File: src/rtl/ppmul_pkg.sv
package ppmul_pkg;
  // Number of occupancy stages tracked behind an accepted start.
  localparam int unsigned TRACK_DEPTH = 3;

  typedef enum logic {
    HALF_LOW  = 1'b0,
    HALF_HIGH = 1'b1
  } half_sel_e;
endpackage

File: src/rtl/ppmul_tracker.sv
module ppmul_tracker #(
  parameter int unsigned DEPTH = 3
) (
  input  logic             clk,
  input  logic             rst_n,
  input  logic             go,
  output logic [DEPTH-1:0] occ
);
  logic [DEPTH-1:0] occ_d;
  logic [DEPTH-1:0] occ_q;

  always_comb begin
    occ_d = {occ_q[DEPTH-2:0], go};
  end

  always_ff @(posedge clk or negedge rst_n) begin
    if (!rst_n) occ_q <= '0;
    else        occ_q <= occ_d;
  end

  assign occ = occ_q;
endmodule

File: src/rtl/ppmul_operand_stage.sv
module ppmul_operand_stage #(
  parameter int unsigned OPW = 32
) (
  input  logic           clk,
  input  logic           load,
  input  logic           is_signed,
  input  logic [OPW-1:0] a_in,
  input  logic [OPW-1:0] b_in,
  output logic [OPW-1:0] a_q,
  output logic [OPW-1:0] b_q,
  output logic           sgn_q
);
  logic [OPW-1:0] a_d, b_d;

  // Offset-binary view of signed operands: invert the top bit.
  always_comb begin
    a_d = {a_in[OPW-1] ^ is_signed, a_in[OPW-2:0]};
    b_d = {b_in[OPW-1] ^ is_signed, b_in[OPW-2:0]};
  end

  always_ff @(posedge clk) begin
    if (load) begin
      a_q   <= a_d;
      b_q   <= b_d;
      sgn_q <= is_signed;
    end
  end
endmodule

File: src/rtl/ppmul_partial_stage.sv
module ppmul_partial_stage #(
  parameter int unsigned OPW = 32
) (
  input  logic           clk,
  input  logic           load,
  input  logic [OPW-1:0] a_q,
  input  logic [OPW-1:0] b_q,
  input  logic           sgn_q,
  output logic [OPW-1:0] hh_q,
  output logic [OPW-1:0] ll_q,
  output logic [OPW:0]   cross_q,
  output logic [OPW:0]   corr_q
);
  localparam int unsigned H = OPW / 2;
  localparam logic [OPW:0] CORR_BASE = (OPW+1)'(1) << (OPW - 1);

  logic [OPW-1:0] a_hi, a_lo, b_hi, b_lo;
  logic [OPW-1:0] hh_d, ll_d, p_hl, p_lh;
  logic [OPW:0]   cross_d, corr_d;

  always_comb begin
    a_hi    = {{H{1'b0}}, a_q[OPW-1:H]};
    a_lo    = {{H{1'b0}}, a_q[H-1:0]};
    b_hi    = {{H{1'b0}}, b_q[OPW-1:H]};
    b_lo    = {{H{1'b0}}, b_q[H-1:0]};
    hh_d    = a_hi * b_hi;
    ll_d    = a_lo * b_lo;
    p_hl    = a_hi * b_lo;
    p_lh    = a_lo * b_hi;
    cross_d = {1'b0, p_hl} + {1'b0, p_lh};
    // Folded offset correction; wraps modulo 2^(OPW+1), which is exact
    // once it is scaled into the product's upper field.
    corr_d  = sgn_q ? (CORR_BASE - ({1'b0, a_q} + {1'b0, b_q})) : '0;
  end

  always_ff @(posedge clk) begin
    if (load) begin
      hh_q    <= hh_d;
      ll_q    <= ll_d;
      cross_q <= cross_d;
      corr_q  <= corr_d;
    end
  end
endmodule

File: src/rtl/ppmul_sum_stage.sv
module ppmul_sum_stage #(
  parameter int unsigned OPW = 32
) (
  input  logic           clk,
  input  logic           rst_n,
  input  logic           load,
  input  logic           take_high,
  input  logic [OPW-1:0] hh_q,
  input  logic [OPW-1:0] ll_q,
  input  logic [OPW:0]   cross_q,
  input  logic [OPW:0]   corr_q,
  output logic [OPW-1:0] slice_q
);
  localparam int unsigned H  = OPW / 2;
  localparam int unsigned UW = 2 * OPW - H;

  logic [UW-1:0]    upper;
  logic [2*OPW-1:0] prod;
  logic [OPW-1:0]   slice_d;

  always_comb begin
    upper = {{(UW-H){1'b0}}, ll_q[OPW-1:H]}
          + {{(UW-OPW-1){1'b0}}, cross_q}
          + {corr_q, {(OPW-1-H){1'b0}}}
          + {hh_q, {H{1'b0}}};
    prod    = {upper, ll_q[H-1:0]};
    slice_d = take_high ? prod[2*OPW-1:OPW] : prod[OPW-1:0];
  end

  always_ff @(posedge clk or negedge rst_n) begin
    if (!rst_n)    slice_q <= '0;
    else if (load) slice_q <= slice_d;
  end
endmodule

File: src/rtl/ppmul_top.sv
module ppmul_top
  import ppmul_pkg::*;
#(
  parameter int unsigned OPW = 32
) (
  input  logic           clk,
  input  logic           rst_n,
  input  logic           start,
  input  logic           is_signed,
  input  logic           take_high,
  input  logic [OPW-1:0] opa,
  input  logic [OPW-1:0] opb,
  output logic           busy,
  output logic           done,
  output logic [OPW-1:0] result
);
  localparam int unsigned D = TRACK_DEPTH;

  logic [D-1:0]   occ;
  logic           go;
  half_sel_e      half_q;
  logic [OPW-1:0] a_q, b_q, hh_q, ll_q;
  logic           sgn_q;
  logic [OPW:0]   cross_q, corr_q;

  assign busy = |occ[D-2:0];
  assign done = occ[D-1];
  assign go   = start & ~busy;

  always_ff @(posedge clk) begin
    if (go) half_q <= take_high ? HALF_HIGH : HALF_LOW;
  end

  ppmul_tracker #(.DEPTH(D)) u_track (
    .clk(clk), .rst_n(rst_n), .go(go), .occ(occ)
  );

  ppmul_operand_stage #(.OPW(OPW)) u_s1 (
    .clk(clk), .load(go), .is_signed(is_signed),
    .a_in(opa), .b_in(opb), .a_q(a_q), .b_q(b_q), .sgn_q(sgn_q)
  );

  ppmul_partial_stage #(.OPW(OPW)) u_s2 (
    .clk(clk), .load(occ[0]), .a_q(a_q), .b_q(b_q), .sgn_q(sgn_q),
    .hh_q(hh_q), .ll_q(ll_q), .cross_q(cross_q), .corr_q(corr_q)
  );

  ppmul_sum_stage #(.OPW(OPW)) u_s3 (
    .clk(clk), .rst_n(rst_n), .load(occ[1]),
    .take_high(half_q == HALF_HIGH),
    .hh_q(hh_q), .ll_q(ll_q), .cross_q(cross_q), .corr_q(corr_q),
    .slice_q(result)
  );
endmodule

File: config.mk
export PLATFORM = sky130hd
export DESIGN_NAME = ppmul_top
export DESIGN_NICKNAME = d
export VERILOG_FILES = /design/src/rtl/ppmul_pkg.sv /design/src/rtl/ppmul_tracker.sv /design/src/rtl/ppmul_operand_stage.sv /design/src/rtl/ppmul_partial_stage.sv /design/src/rtl/ppmul_sum_stage.sv /design/src/rtl/ppmul_top.sv
export SDC_FILE = /design/constraint.sdc
export NUM_CORES = 2
export LEC_CHECK = 0
export BUFFER_PORTS_ARGS = -buffer_cell sky130_fd_sc_hd__buf_4
export CAP_MARGIN = 30
export CORE_ASPECT_RATIO = 1.4
export CORE_MARGIN = 2
export CORE_UTILIZATION = 45
export DETAILED_ROUTE_END_ITERATION = 12
export PLACE_DENSITY = 0.67
export SYNTH_ARGS = -nofsm -noshare
export SYNTH_HDL_FRONTEND = slang
export SYNTH_SLANG_ARGS = --single-unit
File: constraint.sdc
create_clock -name clk -period 7.6 [get_ports clk]
set_input_delay 0.76 -clock clk [delete_from_list [all_inputs] [get_ports clk]]
set_output_delay 0.76 -clock clk [all_outputs]
set_load 0.02 [all_outputs]
# == Word level (Yosys, flattened, before mapping) ==
# Cells that the tools add are included.
# word_totals
regBits,231
inputBits,69
output_inout_bits,34
elab_cells,27
# classes
addsub,6
multipliers,4
n_mux,2
bitwise_logic,4
reduce_logical,1
# op_table
cell,count
multiplier 16 x 16 -> 32 bit,4
adder 48 bit,2
adder 32 x 32 -> 33 bit,2
adder 16 x 33 -> 34 bit,1
"subtractor 32 x 33 -> 33 bit, first input constant",1
two-way mux 32 bit,1
OR reduction 2 bit,1
bitwise XOR 1 bit,2
bitwise AND 1 bit,1
two-way mux 1 bit,1
NOT 1 bit,1

# == Depth between registers and ports, before layout ==
# logic_depth
word_depth,4
ltp_mapped,28
ltp_nobuf,26

# == Hierarchy ==
# Synthesis repeated with hierarchy kept, for this count alone.
# hier_totals
cells_unflattened,5136
area_unflattened_um2,47337.9
# modules_own_cells
module,instances,cells_each,area_each_um2,seq_area_each_um2
ppmul_partial_stage,1,4437,40068.4,3903.7
ppmul_sum_stage,1,626,5181.2,800.8
ppmul_operand_stage,1,67,1969.4,1951.9
ppmul_tracker,1,3,75.1,75.1
ppmul_top,1,3,43.8,30.0

# == Worst setup path after synthesis ==
# OpenSTA, ideal clock, no wires.
# synth_path
path_type,register -> register
from,reg u_s1.a_q[22]
to,reg u_s2.cross_q[32] (data pin)
setup_time_ps,263
t_arrival_ps,7128
required_ps,7337
path_slack_ps,210
path_stages_with_launch,26
n_path_buf,2
path_cell_list,edfxtp_1 clkbuf_1 clkinv_1 buf_1 nor2_1 fa_1 inv_1 fa_1 fa_1 fa_1 inv_1 fa_1 fa_1 fa_1 inv_1 fa_1 inv_1 ha_1 and3_1 a221oi_1 o22ai_1 or3_1 a22oi_1 o21ai_0 nor4_1 nor3_1
# synth_between
elab_chain_cells,2
# synth_lines
item,line_no,text
"start, declared",ppmul_operand_stage.sv:9,"output logic [OPW-1:0] a_q,"
"start signal, assigned",ppmul_operand_stage.sv:23,a_q <= a_d;
multiplier 16 x 16 -> 32 bit,ppmul_partial_stage.sv:28,p_hl = a_hi * b_lo;
adder 32 x 32 -> 33 bit,ppmul_partial_stage.sv:30,"cross_d = {1'b0, p_hl} + {1'b0, p_lh};"
net u_s2.cross_d[32],ppmul_partial_stage.sv:19,"logic [OPW:0] cross_d, corr_d;"
"end signal, assigned",ppmul_partial_stage.sv:40,cross_q <= cross_d;
"end, declared",ppmul_partial_stage.sv:11,"output logic [OPW:0] cross_q,"
# The timed path passes the listed nets, and every way through them passes these cells.
# A chain may end at the register's enable or synchronous reset.

# == Final worst setup path ==
# layout_path
from,reg u_s1.a_q[11]
to,reg u_s2.ll_q[30] (data pin)
# layout_between
elab_chain_cells,1
# layout_lines
item,line_no,text
multiplier 16 x 16 -> 32 bit,ppmul_partial_stage.sv:27,ll_d = a_lo * b_lo;
net u_s2.ll_d[30],ppmul_partial_stage.sv:18,"logic [OPW-1:0] hh_d, ll_d, p_hl, p_lh;"
"end signal, assigned",ppmul_partial_stage.sv:39,ll_q <= ll_d;
"end, declared",ppmul_partial_stage.sv:10,"output logic [OPW-1:0] ll_q,"
# The timed path passes the listed nets, and every way through them passes these cells.

==> results.json <==
{
  "reg2regPathDepth": 24,
  "grt_max_degree": 70,
  "routedWlPerCell_um": 23.1,
  "area_growth_pct": 11.1,
  "synth_xor_area_share_pct": 3.14,
  "critPathMaxStageDelay_ns": 0.59,
  "vias": 35700,
  "synth-simple-area-share_pct": 12.6,
  "path_max_fanout": 15,
  "drt-vias-per-instance": 5.40,
  "cpMostUsedCell": "fa_1",
  "min_path_type": "input pin to async pin",
  "drive_gt1_share_pct": 9.53,
  "postRouteAntennaNets": 0,
  "antenna_found_initial": 4,
  "finalInstanceArea_um2": 51700,
  "worstPathArrival_ns": 7.73,
  "synth_nets": 6530,
  "crit_chain": "buf_4 > buf_4 > nand2_1 > fa_1 > inv_1 > fa_1 > inv_1 > fa_1 > inv_1 > fa_1 > inv_1 > fa_1 > inv_1 > fa_1 > ha_1 > and4_1 > nand3_1 > a21oi_1 > nor2_1 > a41oi_1 > a311oi_1 > o21ai_0 > a31oi_1 > xnor2_1",
  "synth_ff_type": "edfxtp_1",
  "synthAdderAreaFrac_pct": 52.0,
  "cts_buffers": 30,
  "die_area_um2": 106000,
  "die_x_um": 276,
  "synth_edf_count": 196,
  "dp_hpwl_mm": 128,
  "critPathKind": "flip-flop to flip-flop",
  "synth_cell_types": 73,
  "synthMuxAreaShare_pct": 0.497,
  "grt_pass1_vias": 37800,
  "ys_seq_area_share_pct": 14.5,
  "clock-skew-final_ns": 0.0600,
  "drv_cap": 0,
  "gp_congestion": 1.04,
  "cts_tree": "done",
  "busiest_layer": "met2",
  "die_h_um": 385,
  "min_period_over_period_pct": 96.8,
  "drt-total-wl_mm": 152,
  "synth_area_um2": 46500,
  "use_met3_pct": 3.90,
  "violations": "design-rule violations",
  "cp-start-kind": "flip-flop",
  "nets": 6733,
  "final_common_cell": "inv_1",
  "synth_cells": 5041,
  "status": "finished with violations",
  "period_minus_slack_ns": 7.36,
  "use_met1_pct": 33.4,
  "postPlaceCellArea_um2": 50200,
  "yosysWarnings": 0,
  "htreeDepth": 1,
  "synth_top_family_by_area": "adder cells",
  "clkLatencyLatePin_ns": 0.67,
  "core_area_um2": 103000,
  "use_met2_pct": 51.0,
  "synth.ff_latch_count": 231,
  "rows": 139,
  "drv_slew": 0,
  "cp-end-kind": "flip-flop",
  "drc": 16,
  "synth.avg_cell_area_um2": 9.23,
  "firstDrtPassIters": 9,
  "cts.clk_slew.worst_paths_ns": 0.07,
  "grtUsageTotal_pct": 29.5,
  "root_buffer": "clkbuf_16",
  "tightest_slew_ns": 0.964,
  "async_reset_ff_share_pct": 15.2,
  "io_buffers": 102,
  "start_util_pct": 45.4,
  "setup_viol": 0,
  "final_cell_mix": "1111 x inv_1, 851 x fa_1, 602 x nand2_1",
  "clk_path_buf_depth": 3,
  "cp_data_required_time_ns": 7.97,
  "synth-compound-area-share_pct": 6.31,
  "grt-ovfl-total": 0,
  "hold_violations": 0,
  "slew_headroom_pct": 35.7,
  "ios": 103,
  "initialDrtViolationCount": 2607,
  "clock.fmax_mhz": 136,
  "clock-sinks": 231,
  "fill_cells": 9559,
  "grt_pass1_wl_mm": 228,
  "slowest_stage": "fa_1",
  "cts.hold.buffers_added": 0
}
[metrics by stage]
| stage | setup TNS, ns | std cells | util (%) | hold WS, ns | worst slack (ns) |
|---|---|---|---|---|---|
| 3_3_place_gp | -0.0248 | 6526 | 48.9 | 0.495 | -0.0168 |
| 3_5_place_dp | -0.290 | 6527 | 49.0 | 0.502 | -0.128 |
| 6_report | 0 | 6607 | 50.4 | 0.0640 | 0.241 |
| 2_1_floorplan | 0 | 5041 | - | 0.352 | 0.210 |
| 5_1_grt | -0.0449 | 6606 | 50.4 | 0.0909 | -0.0364 |
| 4_1_cts | 0 | 6582 | 50.0 | 0.0505 | 0.0458 |
[worst paths after layout]
path                                               from                            to  slack [ns]
max reg2reg                      u_s1.a_q[11]$_DFFE_PP_       u_s2.ll_q[30]$_DFFE_PP_        0.24
min reg2reg                u_s3.slice_q[18]$_DFFE_PN0P_  u_s3.slice_q[18]$_DFFE_PN0P_        0.51
min                                               rst_n  u_s3.slice_q[19]$_DFFE_PN0P_        0.06
max                              u_s1.a_q[11]$_DFFE_PP_       u_s2.ll_q[30]$_DFFE_PP_        0.24
max in group asynchronous                         rst_n      u_track.occ[0]$_DFF_PN0_        7.16
min in group clk                                opb[29]        u_s1.b_q[29]$_DFFE_PP_        0.27
[cell usage after synthesis (all sizes together) (35+ instances only)]
| cell type | number | share of area [%] |
|---|---|---|
| clkbuf | 173 | 1.4 |
| a21oi | 165 | 1.8 |
| dfrtp | 35 | 1.9 |
| xnor2 | 106 | 2.0 |
| nand2 | 602 | 4.9 |
| xor2 | 61 | 1.1 |
| fa | 857 | 37 |
| ha | 563 | 15 |
| and2 | 88 | 1.2 |
| nor2 | 520 | 4.2 |
| o21ai | 74 | 0.80 |
| edfxtp | 196 | 13 |
| a21o | 70 | 1.1 |
| inv | 1126 | 9.1 |
[cell type report]
type / instances / area, µm² / share of cell area, %
clock inverters: 21 / 277 / 0.535
diodes: 1 / 2.50 / 0.00484
well taps: 1339 / 1680 / 3.24
multi-input cells: 3459 / 34900 / 67.4
repair buffers: 371 / 3000 / 5.81
inverters: 1151 / 4380 / 8.47
flip-flops and latches: 231 / 6770 / 13.1
clock buffers: 34 / 766 / 1.48
[logic make-up after synthesis]
group           count (synthesis)
fa+ha+maj                    1420
simple gates                 1393
compound gates                456
mux                            23
xor+xnor                      167
buf+inv                      1351
flops                         231
[repair_timing]
item / CTS / global route
setup endpoints to repair: 3 / 9
buffers inserted: 0 / 24
gates resized for setup: 4 / 76
pin swaps: 0 / 10
[sequential cells by signal (all words and copies together), names as in the netlist]
signal / count
u_s2.corr_q: 33
u_s2.cross_q: 33
u_s1.a_q: 32
u_s1.b_q: 32
u_s2.hh_q: 32
u_s2.ll_q: 32
u_s3.slice_q: 32
u_track.occ: 3
half_q: 1
u_s1.sgn_q: 1
[critical path: cells and delay by family (launching register included)]
family / cells / cell delay, ns
simple gates: 4 / 0.69
buf+inv: 7 / 0.76
fa+ha+maj: 7 / 3.36
flops: 1 / 0.44
compound gates: 5 / 1.33
xor+xnor: 1 / 0.50
[per-layer routing]
layer	vias up	wire length, µm
met3	413	9910
met2	1427	75100
met5	-	31
met1	18000	53600
met4	6	13800
li1	15800	-
Power is left out: the tool's default activity adds up to more than one toggle a clock period on the data nets, which glitch-free logic cannot reach.
